[src/rtl/dac_stream_pkg.sv]
package dac_stream_pkg;

    localparam int DATA_W = 16;
    localparam int MID_CODE = (1 << (DATA_W - 1)) - 1;

    typedef enum logic [1:0] {
        ST_IDLE  = 2'd0,
        ST_ARMED = 2'd1,
        ST_RUN   = 2'd2
    } run_state_e;

    typedef struct packed {
        logic              load;
        logic              chan;
        logic [DATA_W-1:0] word;
        logic signed [DATA_W:0] value;
    } dac_out_s;

    // Signed value of a word relative to zero volts under the chosen coding.
    function automatic logic signed [DATA_W:0] code_to_value(
        input logic [DATA_W-1:0] w,
        input logic              uni
    );
        logic signed [DATA_W:0] ext;
        ext = $signed({1'b0, w});
        if (uni) return ext;
        return ext - (DATA_W + 1)'(MID_CODE);
    endfunction

endpackage

[src/rtl/dac_stream_fifo.sv]
module dac_stream_fifo #(
    parameter int DEPTH = 16,
    parameter int W     = 16
) (
    input  logic         clk,
    input  logic         rst,
    input  logic         clr,
    input  logic         push,
    input  logic [W-1:0] din,
    input  logic         pop,
    output logic [W-1:0] head,
    output logic         empty,
    output logic         half
);
    localparam int PTR_W = (DEPTH > 1) ? $clog2(DEPTH) : 1;
    localparam int CNT_W = $clog2(DEPTH + 1);
    localparam logic [CNT_W-1:0] FULL_CNT = CNT_W'(DEPTH);
    localparam logic [CNT_W-1:0] HALF_CNT = CNT_W'(DEPTH / 2);

    logic [W-1:0]     mem [DEPTH];
    logic [PTR_W-1:0] wptr, rptr;
    logic [CNT_W-1:0] count;
    logic             do_push, do_pop;

    assign do_push = push && (count != FULL_CNT) && !clr;
    assign do_pop  = pop && (count != '0) && !clr;

    always_ff @(posedge clk) begin
        if (rst || clr) begin
            wptr  <= '0;
            rptr  <= '0;
            count <= '0;
        end else begin
            if (do_push) wptr <= (wptr == PTR_W'(DEPTH - 1)) ? '0 : wptr + 1'b1;
            if (do_pop)  rptr <= (rptr == PTR_W'(DEPTH - 1)) ? '0 : rptr + 1'b1;
            case ({do_push, do_pop})
                2'b10:   count <= count + 1'b1;
                2'b01:   count <= count - 1'b1;
                default: count <= count;
            endcase
        end
    end

    always_ff @(posedge clk) begin
        if (do_push) mem[wptr] <= din;
    end

    assign head  = mem[rptr];
    assign empty = (count == '0);
    assign half  = (count >= HALF_CNT);

    AST_NO_OVERFLOW: assert property (@(posedge clk) disable iff (rst)
        count <= FULL_CNT);
    AST_CLEAR_EMPTIES: assert property (@(posedge clk) disable iff (rst)
        clr |=> (count == '0));

endmodule

[src/rtl/dac_stream_seq.sv]
module dac_stream_seq
    import dac_stream_pkg::*;
(
    input  logic              clk,
    input  logic              rst,
    input  logic              start,
    input  logic              ext_trig_sel,
    input  logic              ext_trig,
    input  logic              aout_en,
    input  logic              pacer_tick,
    input  logic              dual_chan,
    input  logic              chan_sel,
    input  logic              unipolar,
    input  logic              fifo_empty,
    input  logic [DATA_W-1:0] head,
    output logic              pop,
    output logic              streaming,
    output run_state_e        state,
    output dac_out_s          dout
);
    run_state_e nxt;
    logic       toggle;

    assign streaming = (state == ST_RUN) && aout_en;
    assign pop       = streaming && pacer_tick && !fifo_empty;

    always_comb begin
        nxt = state;
        if (!start) begin
            nxt = ST_IDLE;
        end else begin
            case (state)
                ST_IDLE:  nxt = ext_trig_sel ? ST_ARMED : ST_RUN;
                ST_ARMED: nxt = ext_trig ? ST_RUN : ST_ARMED;
                default:  nxt = ST_RUN;
            endcase
        end
    end

    always_ff @(posedge clk) begin
        if (rst) begin
            state  <= ST_IDLE;
            toggle <= 1'b0;
            dout   <= '0;
        end else begin
            state     <= nxt;
            dout.load <= pop;
            if (pop) begin
                dout.word  <= head;
                dout.value <= code_to_value(head, unipolar);
                dout.chan  <= dual_chan ? toggle : chan_sel;
            end
            if (state == ST_IDLE)
                toggle <= 1'b0;
            else if (pop && dual_chan)
                toggle <= ~toggle;
        end
    end

    AST_LOAD_NEEDS_TICK: assert property (@(posedge clk) disable iff (rst)
        dout.load |-> $past(pacer_tick));
    AST_LOAD_ONLY_STREAMING: assert property (@(posedge clk) disable iff (rst)
        dout.load |-> $past(state == ST_RUN && aout_en));
    AST_ARMED_WAITS: assert property (@(posedge clk) disable iff (rst)
        (state == ST_ARMED && start && !ext_trig) |=> (state == ST_ARMED));

endmodule

[src/rtl/dac_stream_flags.sv]
module dac_stream_flags (
    input  logic clk,
    input  logic rst,
    input  logic streaming,
    input  logic fifo_empty,
    input  logic clr,
    output logic underrun
);
    logic set_now;
    assign set_now = streaming && fifo_empty;

    always_ff @(posedge clk) begin
        if (rst)          underrun <= 1'b0;
        else if (set_now) underrun <= 1'b1;
        else if (clr)     underrun <= 1'b0;
    end

    AST_UNDERRUN_STICKY: assert property (@(posedge clk) disable iff (rst)
        (underrun && !clr) |=> underrun);
    AST_UNDERRUN_SETS: assert property (@(posedge clk) disable iff (rst)
        (streaming && fifo_empty) |=> underrun);

endmodule

[src/rtl/dac_stream_ctrl.sv]
module dac_stream_ctrl
    import dac_stream_pkg::*;
#(
    parameter int DEPTH = 16
) (
    input  logic                     clk,
    input  logic                     rst,
    input  logic                     wr_en,
    input  logic [DATA_W-1:0]        wr_data,
    input  logic                     fifo_clr,
    input  logic                     aout_en,
    input  logic                     start,
    input  logic                     ext_trig_sel,
    input  logic                     ext_trig,
    input  logic                     dual_chan,
    input  logic                     chan_sel,
    input  logic                     unipolar,
    input  logic                     pacer_tick,
    input  logic                     underrun_clr,
    output logic                     dac_load,
    output logic                     dac_chan,
    output logic [DATA_W-1:0]        dac_word,
    output logic signed [DATA_W:0]   dac_value,
    output logic                     half_full,
    output logic                     underrun,
    output logic [1:0]               run_state
);
    logic              pop, streaming, fifo_empty;
    logic [DATA_W-1:0] head;
    run_state_e        state;
    dac_out_s          dout;

    dac_stream_fifo #(.DEPTH(DEPTH), .W(DATA_W)) u_fifo (
        .clk(clk), .rst(rst), .clr(fifo_clr), .push(wr_en), .din(wr_data),
        .pop(pop), .head(head), .empty(fifo_empty), .half(half_full)
    );

    dac_stream_seq u_seq (
        .clk(clk), .rst(rst), .start(start), .ext_trig_sel(ext_trig_sel),
        .ext_trig(ext_trig), .aout_en(aout_en), .pacer_tick(pacer_tick),
        .dual_chan(dual_chan), .chan_sel(chan_sel), .unipolar(unipolar),
        .fifo_empty(fifo_empty), .head(head), .pop(pop),
        .streaming(streaming), .state(state), .dout(dout)
    );

    dac_stream_flags u_flags (
        .clk(clk), .rst(rst), .streaming(streaming), .fifo_empty(fifo_empty),
        .clr(underrun_clr), .underrun(underrun)
    );

    assign dac_load  = dout.load;
    assign dac_chan  = dout.chan;
    assign dac_word  = dout.word;
    assign dac_value = dout.value;
    assign run_state = state;

endmodule

[config.mk]
export PLATFORM = sky130hd
export DESIGN_NAME = dac_stream_ctrl
export DESIGN_NICKNAME = d
export VERILOG_FILES = /design/src/rtl/dac_stream_pkg.sv /design/src/rtl/dac_stream_fifo.sv /design/src/rtl/dac_stream_seq.sv /design/src/rtl/dac_stream_flags.sv /design/src/rtl/dac_stream_ctrl.sv
export SDC_FILE = /design/constraint.sdc
export NUM_CORES = 1
export LEC_CHECK = 0
export BUFFER_PORTS_ARGS = -buffer_cell sky130_fd_sc_hd__buf_2
export CORE_MARGIN = 5
export CORE_UTILIZATION = 60
export DETAILED_ROUTE_END_ITERATION = 8
export PLACE_DENSITY = 0.77
export SETUP_SLACK_MARGIN = 0.2
export SLEW_MARGIN = 20
export SYNTH_ARGS = -nofsm -noshare
export SYNTH_HDL_FRONTEND = slang
export SYNTH_HIERARCHICAL = 1
export SYNTH_SLANG_ARGS = --single-unit
export TNS_END_PERCENT = 50
[constraint.sdc]
create_clock -name clk -period 4.75 [get_ports clk]
set_input_delay 0.2375 -clock clk [delete_from_list [all_inputs] [get_ports clk]]
set_output_delay 0.2375 -clock clk [all_outputs]
set_load 0.03 [all_outputs]
# After elaboration in Yosys (flattened, before gate mapping)
# Memory sizes are Yosys's and may differ from the RTL's. A register that Yosys moved wholly into a read port is not among the register bits.
# Index checks and enable logic that the tools add are counted.
word_totals:
  input_bits: 29
  elab_cells: 63
  ram_bits: 256
  n_memories: 1
  out_inout_bits: 39
  register_bits: 52
op_classes:
  magnitude_cmp: 1
  mux: 18
  bitwise: 2
  add_sub_neg: 5
  eq_ne: 7
  n_reduce_logical: 19
memory_table:
  columns: ["memory", "words", "width", "rd", "rd_ports_with_merged_regs", "write_ports", "line_no", "rtl"]
  rows:
  - ["u_fifo.mem", 16, 16, 1, 1, 1, "dac_stream_fifo.sv:20", "logic [W-1:0] mem [DEPTH];"]
ops:
  columns: ["op", "n"]
  rows:
  - ["2-to-1 mux 17 bit", 2]
  - ["subtractor 16 x 15 -> 17 bit (second input constant)", 1]
  - ["2-to-1 mux 4 bit", 4]
  - ["case mux 5 bit (2 select lines)", 1]
  - ["logical AND 1 bit", 9]
  - ["adder 4 x 1 -> 4 bit (second input constant)", 2]
  - ["equality test 4 bit (second input constant)", 2]
  - ["2-to-1 mux 1 bit", 8]
  - ["adder 5 x 1 -> 5 bit (second input constant)", 1]
  - ["greater-or-equal comparator 5 x 4 -> 1 bit (second input constant)", 1]
  - ["zero test 5 bit", 1]
  - ["inequality test 5 bit (second input constant)", 1]
  - ["nonzero test 5 bit", 1]
  - ["subtractor 5 x 1 -> 5 bit (second input constant)", 1]
  - ["equality test 2 x 1 -> 1 bit (second input constant)", 2]
  - ["equality test 2 bit (second input constant)", 2]
  - ["2-to-1 mux 2 bit", 2]
  - ["case mux 2 bit (2 select lines)", 1]
  - ["nonzero test 2 bit", 2]
  - ["OR reduction 2 bit", 2]
  - ["zero test 1 bit", 2]
  - ["zero test 2 bit", 1]
  - ["NOT 1 bit", 2]
  - ["logical OR 1 bit", 1]

# Longest topological paths before layout
# Gate-level depths: netlist of run 1.
logic_depth:
  word_depth: 8
  mapped_depth: 17
  ltp_nobuf: 14

# Hierarchy
# The synthesis of run 1 kept the hierarchy.
by_module_without_submodules:
  columns: ["module", "seq_area_each_um2", "n_inst", "cells_each", "area_each_um2"]
  rows:
  - ["dac_stream_fifo", 8027.7, 1, 522, 10659.0]
  - ["dac_stream_seq", 760.7, 1, 199, 1674.1]
  - ["dac_stream_flags", 20.0, 1, 4, 38.8]

# Worst setup path before layout of run 1
# Ideal clock, no wire load.
synth_path:
  path_kind: "flip-flop to flip-flop"
  from: "reg u_fifo.count[1]"
  to: "reg u_fifo.count[2]"
  arrival_ns: 3.292
  period_less_slack_ns: 3.362
  path_buffers: 3
  path_stages_with_launch: 18
  slack_ns: 1.388
  cell_sequence: "dfxtp_1 > buf_6 > or4_4 > nor2_1 > nand3b_1 > clkinv_1 > clkbuf_1 > nor2b_1 > o21ai_4 > inv_1 > ha_1 > buf_2 > xor2_1 > ha_1 > a21o_2 > xnor2_1 > or3_1 > a21oi_1"
synth_via:
  elab_chain_cells: 7
synth_lines:
  columns: ["item", "line_no", "rtl"]
  rows:
  - ["from (decl)", "dac_stream_fifo.sv:22", "logic [CNT_W-1:0] count;"]
  - ["from (signal assigned)", "dac_stream_fifo.sv:37", "2'b10: count <= count + 1'b1;"]
  - ["from (signal assigned)", "dac_stream_fifo.sv:38", "2'b01: count <= count - 1'b1;"]
  - ["from (signal assigned)", "dac_stream_fifo.sv:39", "default: count <= count;"]
  - ["zero test 5 bit *", "dac_stream_fifo.sv:49", "assign empty = (count == '0);"]
  - ["via fifo_empty", "dac_stream_ctrl.sv:28", "logic pop, streaming, fifo_empty;"]
  - ["zero test 1 bit *", "dac_stream_seq.sv:25", "assign pop = streaming && pacer_tick && !fifo_empty;"]
  - ["logical AND 1 bit *", "dac_stream_seq.sv:25", null]
  - ["via pop", "dac_stream_ctrl.sv:28", null]
  - ["logical AND 1 bit * (2 in series)", "dac_stream_fifo.sv:26", "assign do_pop = pop && (count != '0) && !clr;"]
  - ["equality test 2 x 1 -> 1 bit / equality test 2 bit (equally long branches)", "dac_stream_fifo.sv:36", "case ({do_push, do_pop})"]
  - ["case mux 5 bit (2 select lines) / nonzero test 2 bit (equally long branches)", null, null]
# Mark *: on every way through the listed nets, which the timed path passes. The rest lies on a longest branch.
# A chain may end at the register's enable or synchronous reset.

# Worst setup path after layout of run 1
# Ends and elaborated chain as after synthesis.

==> results by stage, run 1 <==
Clock network:
- The clock net sink count is 312.
- The CTS buffer count is 29.
- After clock tree synthesis, the clock-pin slew on the worst setup and hold paths is 60 ps.
- The number of levels in the clock H-tree is 1.
- After clock tree synthesis, the flow added hold-fix buffers numbering 2.
- Once the clock tree was built, the resizer swapped 0 gates to a different size.
- The maximum count of clock buffers along a single path is 3.
- For the worst-skew pair, the clock arrives at the later sink with an insertion delay of around 540 ps.
- The number of setup buffers added after CTS is 0.
- The CTS tree is yes.
- The root cell of the clock tree is clkbuf_16.

Logic synthesis:
- The number of register bits inferred by synthesis is 312.
- The average size of a mapped cell is 17.1 sq um.
- The mapped netlist covers approximately 12000 sq um.
- The number of different library cells used by synthesis comes to 59.
- The post-synthesis instance total is 725.
- Among all flip-flop cells after synthesis, the most frequent one is edfxtp_1.
- The post-synthesis net count is 764.
- Of all flip-flops after synthesis, the portion carrying an async set or reset was 0.
- For this run, the register share of the synthesized area comes to 0.712.
- The number of synthesis warnings is 6.
- In this run, synthesis inferred 256 flip-flops with an integrated enable.

GRT:
- The wire length of the first global-routing pass is 40.9 mm.
- The number of global-route vias before repair is 6954.
- After global routing the overflow that remains totals 0.
- The number of antenna violations at the first check in global routing is 1.
- In the global route stage, overall resource usage came out at 0.228.
- The pin count of the biggest net entering global routing is 52.

Pwr:
- The share of total power dissipated in combinational logic is 0.022.
- The switching power total is just over 1 mW.
- The internal power contribution is 4.16 mW.
- The total power draw is ~5.2 mW.
- The sequential power share is 0.572.
- For this design the static power due to leakage is 4.59 nW.
- The switching power as a share of total power is 0.198.
- Dividing total power by cell area gives a power density of 373 nW/um^2.
- The share of total power dissipated in the clock network is 0.406.
- The largest voltage drop on the vdd net is 355 uV.

Setup path:
- The highest fanout seen on the critical path is 21.
- The worst setup path is launched from a flop.
- The worst reg2reg path startpoint is u_fifo/count[1].
- Across all register-to-register paths, the minimum setup slack is ~1200 ps.
- The worst register-to-register path ends at u_fifo/count[2].
- The start-to-end type of the worst setup path is reg2reg.
- The arrival time reported for the critical path endpoint is 4040 ps.
- The worst setup path is captured at a flop.
- The number of cells traversed by the worst register-to-register path is 15.
- For the worst setup path, the data required time is 5220 ps.

Floorplanning:
- For this configuration, the core starts out at a cell density of 0.609.
- The I/O pin count is 68.
- The die width is between 150 and 200 um.
- The row count is 52.
- The core region area is 20300 sq um.
- The y dimension of the die is 154 um.
- The floorplan step defined a die boundary enclosing 23600 sq um.

Cells and area:
- The final cell count without fillers is 1100.
- The number of nets in the layout is 847.
- In the layout the commonest cells are 256 x edfxtp_1, 67 x buf_2, 64 x mux4_2, 59 x nand2_1, 54 x dfxtp_1.
- The most common library cell in the layout ignoring fill and taps is edfxtp_1.
- The final design instance area without fill is 13900 sq um.
- In the final layout, the share of cells above drive strength 1 is 0.265.
- The layout overhead on the synthesized area is 12.6%.
- The antenna diode count is 0.
- Measured on the finished design, the core utilization comes to 0.686.

Placed design:
- The half-perimeter wire length of the detailed placement result is 15.4 mm.
- The count of input and output buffers is 67.
- After detailed placement, the design holds a cell count of 1045.
- Summing all placed instances gives a cell area of 13000 sq um.
- At the placement stage, the worst setup path has a slack of approximately 1200 ps.
- The congestion estimate from routability-driven global placement came to 0.776.

Timing:
- The worst slew margin relative to its limit is 0.361.
- The clock arrives with 17.2 ps of skew.
- Setup repair after global routing left no endpoint under its margin.
- The max-slew violation count is 0.
- The clock period minus final worst setup slack is 3570 ps.
- Setup violations remaining at the end of the flow were counted as 0.
- The final worst hold slack is 38.2 ps.
- For the pin with the worst max-slew slack, the measured transition is 958 ps.
- The achievable clock frequency is 280 MHz.
- The final period utilization is 0.752.
- The number of endpoints with negative hold slack in the final report is 0.
- The setup TNS is 0 ps.
- The worst path meets setup with 1180 ps of slack.

Worst hold path:
- Along the worst hold path, the cell count comes to 3.
- In this run the most critical hold path is launched from dual_chan.
- The path with the worst hold slack has its endpoint at u_seq/toggle.
- The worst hold path class is in2reg.

Drt:
- The vias per cell is ~6.2.
- The remaining design rule violation count is 0.
- The routed layout has 6828 vias.
- The length of the first detailed-routing pass in iterations is 5.
- The routed length per placed instance is 24.4 um.
- In this run the remaining antenna-violating nets after routing total 0.
- The routed design has 26.9 mm of wire.
- The starting DRC count in detailed routing is 732.

Status:
- The run finished with clean final reports.

Flow run:
- Across the run, the number of max-cap violations was 0.
## cell families (layout without fill, tap and decap cells)
logic type / after synthesis / count (layout) / synth area share
AO/OA/AOI/OAI: 95 / 95 / 0.0545
XOR/XNOR: 19 / 19 / 0.0135
adder cells (fa/ha/maj): 10 / 10 / 0.0101
buffers and inverters: 51 / 156 / 0.0205
flip-flops: 312 / 312 / 0.712
multiplexers: 70 / 70 / 0.121
AND/OR/NAND/NOR: 168 / 168 / 0.0681
## cell type report
class                      instances  area (sq um)
clock buffer                      32           737
clock inverter                    21           128
fill                            1328          6370
inverter                          10          37.5
multi-input combinational        362          3330
sequential                       312          8810
tap                              270           338
timing repair buffer              93           548
## per-layer routing
| layer | vias up | wire length [um] | global-route usage |
|---|---|---|---|
| li1 | 3034 | - | - |
| met1 | 3380 | 10300 | 0.316 |
| met2 | 353 | 13400 | 0.379 |
| met3 | 59 | 2500 | 0.0436 |
| met4 | 2 | 679 | 0.0572 |
| met5 | - | 13 | 0 |
## worst max-delay path by stage
stage,from,endpoint,depth (start not counted)
2_1_floorplan,u_fifo/count[1],u_fifo/count[2],17
3_3_place_gp,u_fifo/count[1],u_fifo/count[2],15
3_5_place_dp,u_fifo/count[1],u_fifo/count[2],15
4_1_cts,u_fifo/count[0],u_fifo/count[2],15
5_1_grt,u_fifo/count[0],u_fifo/count[2],15
6_report,u_fifo/count[1],u_fifo/count[2],15
## synth_stat cells, drive strengths merged, types with 2 or more instances
cell type  instances  area share
nand4b             2      0.0014
or4                4      0.0030
nor2b              5      0.0025
ha                10       0.010
dfxtp             56       0.091
a211oi            16      0.0097
and3b              2      0.0014
nand3b             3      0.0018
a21oi             26       0.011
nor2              41       0.012
and3               3      0.0015
nand2             60       0.018
nand3             10      0.0040
nand2b             8      0.0040
clkbuf            19      0.0059
xnor2             11      0.0078
inv                9      0.0027
nor4               6      0.0030
xor2               8      0.0057
mux4              64        0.12
a21o               2      0.0014
o21ai              6      0.0033
mux2i              6      0.0049
buf               22       0.012
nand4              6      0.0035
o31ai              2      0.0012
a22oi             32       0.019
or2                2      0.0010
nor3               6      0.0024
and2               3      0.0015
edfxtp           256        0.62
## worst max-delay path, cell delays in order (launching register included)
cell,delay (ps)
dfxtp_1,390
or4_4,580
nor2_1,130
nand3b_1,120
buf_4,230
clkinv_1,110
nor2b_1,180
o21ai_4,100
inv_1,100
ha_1,300
xor2_1,200
ha_1,240
a21o_2,210
xnor2_1,120
or3_1,320
a21oi_1,170
## sequential cells by signal (all words and copies together), names as in the netlist, named ones only
name and cells:
u_fifo/count 5, u_flags/underrun 1, u_seq/toggle 1, u_fifo/wptr 4, u_fifo/mem 256, u_seq/state 2
u_fifo/rptr 4, u_seq/dout 35
## power groups by stage
| stage | combinational (mW) | sequential, mW | clock (mW) |
|---|---|---|---|
| after CTS | 0.115 | 2.97 | 2.14 |
| after floorplan | 0.0514 | 3.03 | 0 |
| final | 0.116 | 2.97 | 2.11 |
| after detailed placement | 0.113 | 3.03 | 0 |
| after global placement | 0.106 | 3.03 | 0 |
| after global routing | 0.126 | 2.97 | 2.28 |
Note: power is estimated with default switching activity, not from simulation.
==> run 2, diff against run 1 <==
--- a/config.mk
+++ b/config.mk
@@ -7,9 +7,9 @@
 export LEC_CHECK = 0
 export BUFFER_PORTS_ARGS = -buffer_cell sky130_fd_sc_hd__buf_2
 export CORE_MARGIN = 5
-export CORE_UTILIZATION = 60
+export CORE_UTILIZATION = 55
 export DETAILED_ROUTE_END_ITERATION = 8
-export PLACE_DENSITY = 0.77
+export PLACE_DENSITY = 0.74
 export SETUP_SLACK_MARGIN = 0.2
 export SLEW_MARGIN = 20
 export SYNTH_ARGS = -nofsm -noshare
==> constraint.sdc (replaced) <==
create_clock -name clk -period 3.1 [get_ports clk]
set_input_delay 0.155 -clock clk [delete_from_list [all_inputs] [get_ports clk]]
set_output_delay 0.155 -clock clk [all_outputs]
set_load 0.03 [all_outputs]
==> results by stage, run 2 (synthesis results as in run 1) <==
Status:
- The run finished with clean final reports.

Pwr:
- The largest voltage drop on the vdd net is 561 uV.
- Summed over all cells, the static leakage comes to 4.80 nW.
- The power density over the cells is 572 nW/um^2.

Setup path:
- The worst setup path is captured at a flop.
- The startpoint kind of the worst setup timing path is a flop.
- Together, buffers and inverters on the worst path number 2.
- The arrival time reported for the critical path endpoint is between 3000 and 4000 ps.
- The required time of the critical path is 3580 ps.
- On the critical path, the stage with the largest delay is an instance of or4_4.
- Traced cell by cell, the critical path runs through or4_4, nor2_4, nand3b_1, clkinv_2, nor2b_4, o21ai_4, inv_2, ha_4, xor2_1, ha_2, a21o_4, xnor2_2, or3_4, a21oi_2.
- The start-to-end type of the worst setup path is reg2reg.
- The category of cells accounting for the largest share of critical-path delay is simple AND/OR/NAND/NOR gates.
- Along the worst path, the maximum fanout reaches 5.
- For this run, the slowest stage of the critical path takes 540 ps.

Cells and area:
- The net count of the finished layout is a little under 900.
- The most common library cell in the layout ignoring fill and taps is edfxtp_1.
- The register with the most flip-flops in the layout has 256 of them.
- The largest registers in the layout are u_fifo/mem: 256 flops, u_seq/dout: 35 flops, u_fifo/count: 5 flops.
- The register with the most flip-flops is u_fifo/mem.
- The antenna diode count is 0.
- From synthesis to final layout, the design area changed by 16.4%.
- In the layout the commonest cells are 256 x edfxtp_1, 67 x buf_2, 64 x mux4_2, 59 x nand2_1, 53 x dfxtp_1.
- The layout cell share with drive strength beyond 1 is 0.291.
- For this run, the number of standard cells in the final layout without fillers is about 1100.

Floorplanning:
- The starting density of the core is 0.563.
- The floorplan has between 50 and 60 rows.
- From bottom edge to top edge, the die measures 160 um.
- The die covers 25600 sq um.
- The I/O pin count is a little under 70.
- The core region area is 22000 sq um.
- The die width is 160 um.

Timing:
- The max-slew violation count was 0.
- Setup repair after global routing could not meet its margin everywhere.
- The number of endpoints with negative hold slack in the final report is 0.
- The final period utilization is 0.936.
- Derived from the worst setup path, the maximum achievable clock frequency is ~340 MHz.
- The setup TNS is 0 ps.
- After layout, the minimum clock period comes to slightly below 3000 ps.
- At the pin with the least slew margin, the transition time is roughly 1200 ps.
- The worst setup skew after layout is 14.2 ps.
- The worst slew margin relative to its limit is 0.205.
- Setup violations remaining at the end of the flow were counted as 0.

Drt:
- In this run the remaining antenna-violating nets after routing total 0.
- Across all layers, the routed design uses between 6000 and 7000 vias.
- The routed length per placed instance is 23.8 um.
- The length of the first detailed-routing pass in iterations is 5.
- The aggregate routed wire length is about 27 mm.
- In this run, the number of DRC markers left after iteration 0 of detailed routing was 606.
- Dividing the detail-routed via count by the number of cells gives approximately 6.1.
- The remaining design rule violation count is 0.

GRT:
- The total overflow left after global routing is 0.
- The number of antenna violations at the first check in global routing came to 0.
- For this run, the total global-route usage over all layers was measured as 0.209.
- Entering global routing, the biggest net connects 52 pins.
- The number of global-route vias before repair is ~7000.
- The first global-routing pass estimated 41.7 mm of wire.

Clock network:
- TritonCTS built the clock tree.
- The clock input transition at the sequential cells of the worst setup and hold paths is 70 ps.
- Counting every sink on the clock net gives about 310.
- In this run the number of H-tree levels came out at 1.
- Buffers inserted during clock tree synthesis total 30.
- The root cell of the clock tree is clkbuf_16.
- Counting along the longest clock path gives a buffer depth of 3.
- The clock network latency to the later pin of the worst-skew pair is approximately 550 ps.

Placed design:
- At the end of routability-driven placement, the weighted congestion stood at around 0.83.
- The number of placed instances, taps included is 1065.
- After legalization and detailed placement, the total HPWL measured roughly 17 mm.
- Input and output buffers added on the ports amount to 67.

Flow run:
- Max-cap violations in this run came to 0.

Worst hold path:
- The tightest min-delay check is of the in2reg type.
-- run 2: cell count changes in the layout (fill, tap and decap cells not counted), moves of 2 or more --
cell / before / now
clkinv_2: 9 / 6
ha_1: 10 / 8
clkinv_1: 9 / 4
clkbuf_1: 3 / 5
clkbuf_16: 29 / 31
buf_4: 23 / 40
buf_12: 1 / 3
dlygate4sd3_1: 2 / 17
-- run 2: report_power, final --
| part | internal, mW | switching [mW] |
|---|---|---|
| Combinational | 0.0696 | 0.132 |
| Clock | 2.01 | 1.48 |
| Sequential | 4.54 | 0.00615 |
-- run 2: worst reg2reg max path, stage by stage, from the launching register on --
cell	delay, ps
dfxtp_2	320
or4_4	540
nor2_4	100
nand3b_1	150
clkinv_2	70
nor2b_4	140
o21ai_4	70
inv_2	70
ha_4	180
xor2_1	150
ha_2	210
a21o_4	200
xnor2_2	130
or3_4	370
a21oi_2	140
-- run 2: timing repair --
item / CTS / global route
hold buffers: 17 / 0
gates resized for setup: 1 / 7
pin swaps: 1 / 7
endpoints found under the setup margin: 2 / 5
cloned: 0 / 0
hold endpoints to repair: 165 / 0
setup buffers: 1 / 8
-- run 2: stage by stage --
stage	hold slack, ps	setup slack, ps	util	cell area [sq um]	power, mW
2_1_floorplan	217	-19.9	-	12400	4.73
6_report	8.94	199	0.656	14400	8.23
5_1_grt	9.13	114	0.656	14400	8.49
3_3_place_gp	421	275	0.600	13200	4.81
4_1_cts	1.45	208	0.652	14300	8.29
3_5_place_dp	432	161	0.600	13200	4.82
-- run 2: worst paths after layout --
kind | start | endpoint | slack, ps | cells past startpoint
max | u_fifo/count[2] | u_fifo/count[2] | 200 | 14
min | wr_data[5] | u_fifo/mem[10][5] | 9 | 1
max reg2reg | u_fifo/count[2] | u_fifo/count[2] | 200 | 14
min reg2reg | u_seq/dout[21] | u_seq/dout[21] | 450 | 2
-- run 2: area by class of cell --
cell class	count	area (sq um)
fillers	1483	7550
inverters	10	38.8
well taps	280	350
clock inverters	16	139
repair buffers	127	866
clock buffers	37	808
flip-flops and latches	312	8810
multi-input cells	362	3390
-- run 2: metal layers --
| metal | track usage | vias to the layer above | routed length, um |
|---|---|---|---|
| met2 | 0.363 | 293 | 13800 |
| met4 | 0.0544 | 0 | 752 |
| li1 | - | 3100 | - |
| met3 | 0.0456 | 54 | 2210 |
| met5 | 0 | - | 0 |
| met1 | 0.272 | 3537 | 10500 |
==> run 3, diff against run 2 <==
--- a/config.mk
+++ b/config.mk
@@ -7,9 +7,10 @@
 export LEC_CHECK = 0
 export BUFFER_PORTS_ARGS = -buffer_cell sky130_fd_sc_hd__buf_2
 export CORE_MARGIN = 5
-export CORE_UTILIZATION = 55
+export CORE_UTILIZATION = 37
 export DETAILED_ROUTE_END_ITERATION = 8
-export PLACE_DENSITY = 0.74
+export PLACE_DENSITY = 0.53
+export RECOVER_POWER = 100
 export SETUP_SLACK_MARGIN = 0.2
 export SLEW_MARGIN = 20
 export SYNTH_ARGS = -nofsm -noshare
==> results by stage, run 3 (synthesis results as in run 1) <==
GRT:
- The number of antenna violations at the first check in global routing came to 0.
- The number of global-route vias before repair was 6882.
- The pin count of the biggest net entering global routing is 52.
- Across every metal layer, demand over resource in global routing totals 0.152.
- The wire length of the first global-routing pass is 42.2 mm.
- Global routing finished with a remaining overflow of 0.

Clock network:
- CTS placed an instance of clkbuf_16 at the clock tree root.
- The clock reaches the later pin of the worst-skew pair after around 510 ps.
- The clock input transition at the sequential cells of the worst setup and hold paths is 60 ps.
- TritonCTS built the clock tree.
- The longest clock path from root to sink contains 3 buffers.
- The clock net sink count is 312.
- Buffers inserted during clock tree synthesis total 35.
- In this run the number of H-tree levels came out at 2.

Timing:
- The achievable clock frequency is 349 MHz.
- Dividing the final minimum period by the clock period gives 0.923.
- The worst slew margin relative to its limit is 0.0856.
- The clock period minus final worst setup slack is approximately 2900 ps.
- The final worst setup slack is approximately 240 ps.
- For the pin with the worst max-slew slack, the measured transition is 1370 ps.
- Setup violations remaining at the end of the flow were counted as 0.
- The clock arrives with 15.8 ps of skew.
- Setup repair after global routing could not meet its margin everywhere.
- The number of endpoints with negative hold slack in the final report was 0.
- The max-slew violation count is 0.

Cells and area:
- Leaving out fill and tap cells, the most frequent cell in the layout is edfxtp_1.
- The library cells used most frequently in the layout, excluding fill and tap cells, are 256 x edfxtp_1, 77 x clkbuf_1, 64 x mux4_2, 59 x nand2_1, 55 x dfxtp_1.
- More flip-flops sit in one register than any other, and that register is u_fifo/mem.
- At the end of the flow, the number of nets in the layout was a little under 900.
- The largest registers in the layout are u_fifo/mem: 256 flops, u_seq/dout: 35 flops, u_fifo/count: 5 flops.
- The layout cell share with drive strength beyond 1 is 0.233.
- Compared with the post-synthesis result, the final layout area differs by 18.4%.
- The register with the most flip-flops in the layout has approximately 260 of them.
- The antenna diode count is 0.
- The final design instance area without fill is 14700 sq um.

Pwr:
- In this run the power density over the cells is 608 nW/um^2.
- Summed over all cells, the static leakage comes to 4.64 nW.
- Of the total power, registers draw 0.511.
- The share of total power dissipated in the clock network is 0.468.
- The internal portion of the total power is 7.21 mW.
- The switching power as a share of total power is 0.191.
- IR analysis of the VDD net gives a maximum drop of 403 uV.
- The relative contribution of combinational cells to total power is 0.021.
- The switching power total is 1.70 mW.

Placed design:
- Port buffering added 67 buffers.
- Before CTS, the worst setup slack after placement is about 250 ps.
- The HPWL after detailed placement is 16.6 mm.
- The placed instances occupy a cell area of around 14000 sq um.
- The weighted congestion reported at the end of routability-driven placement is about 0.75.

Setup path:
- The arrival time reported for the critical path endpoint is 3290 ps.
- STA puts the critical path data required time at 3520 ps.
- STA classifies the critical path endpoint as a flop.
- The signal on the critical path passes through buf_12, mux4_2, a22oi_1, nand2_1, nand3_1, clkbuf_1, nor4_1, or4_1, a21oi_1.
- On the critical path, the stage with the largest delay is an instance of mux4_2.
- The startpoint kind of the worst setup timing path is a flop.
- The highest fanout seen on the critical path is 23.
- The delay of the slowest cell on the worst path is 520 ps.
- The start-to-end type of the worst setup path is reg2reg.

Floorplanning:
- 68 I/O pins were placed.
- The row count is 67.
- For this configuration, the core starts out at a cell density of 0.372.
- The die is 193 um wide.
- The die is 193 um tall.
- The die covers 37200 sq um.
- The core region is 33300 sq um.

Flow run:
- The tool flagged a number of max-cap violations equal to 0.

Drt:
- The number of nets still failing antenna checks after routing is 0.
- The aggregate routed wire length is 28.1 mm.
- For this run, design rule violations remaining after detail routing come to 0.
- After detailed routing, the number of vias per cell comes to 5.14.
- For this block, the initial DRC count from the detailed router was 377.
- The routed length per placed instance is about 21 um.
- The routed layout has about 6800 vias.
- The length of the first detailed-routing pass in iterations is 4.

Status:
- The flow ran to the end, and the final reports show no timing, DRC or antenna violations.

Worst hold path:
- The worst hold path belongs to the class in2reg.
## run 3: worst max-delay path, delay by kind of cell, from the launching register on
kind / cells / cell delay, ps
and+or+nand+nor: 4 / 900
DFF: 1 / 490
buffers and inverters: 2 / 480
AOI/OAI and AO/OA: 2 / 370
muxes: 1 / 520
## run 3: layout make-up
cell class,instances,area [sq um]
Inverter,10,38.8
Clock inverter,14,230
Sequential cell,312,8810
Multi-Input combinational cell,362,3370
Timing Repair Buffer,124,711
Tap cell,448,561
Clock buffer,49,930
Fill cell,2997,18600
## run 3: timing repair
item,4_1_cts,5_1_grt
setup endpoints to repair,0,2
hold endpoints to repair,5,0
hold buffers,5,0
resized for setup,0,4
setup buffers,0,4
## run 3: through the flow
step                 util  cells  TNS, ps  hold slack, ps  power, mW
finish              0.440   1319        0            68.7       8.91
global route        0.440   1319        0            86.4       9.24
CTS                 0.444   1315        0            6.25       9.04
detailed placement  0.408   1247        0             424       4.83
global placement    0.408   1247        0             417       4.83
floorplan               -    725    -19.9             217       4.73
## run 3: power by group through the flow
stage | Sequential (mW) | Clock (mW) | Combinational [mW]
finish | 4.55 | 4.17 | 0.190
global route | 4.55 | 4.48 | 0.211
CTS | 4.55 | 4.29 | 0.200
detailed placement | 4.64 | 0 | 0.195
global placement | 4.64 | 0 | 0.193
floorplan | 4.65 | 0 | 0.0796
## run 3: per-layer routing
layer | vias up | global-route usage | wire length (um)
met5 | - | 0 | 0
met4 | 0 | 0.0387 | 496
met3 | 38 | 0.0244 | 1260
met2 | 135 | 0.254 | 13700
met1 | 3491 | 0.210 | 12600
li1 | 3116 | - | -
## run 3: path summary, 6_finish.rpt
check,slack (ps),startpoint,depth (start not counted),to
worst max-delay path,240,flop,9,u_seq/dout[16]
worst min-delay path,70,ext_trig,4,u_seq/state[0]
worst max register to register,240,flop,9,u_seq/dout[16]
worst min register to register,450,u_seq/dout[0],2,u_seq/dout[0]
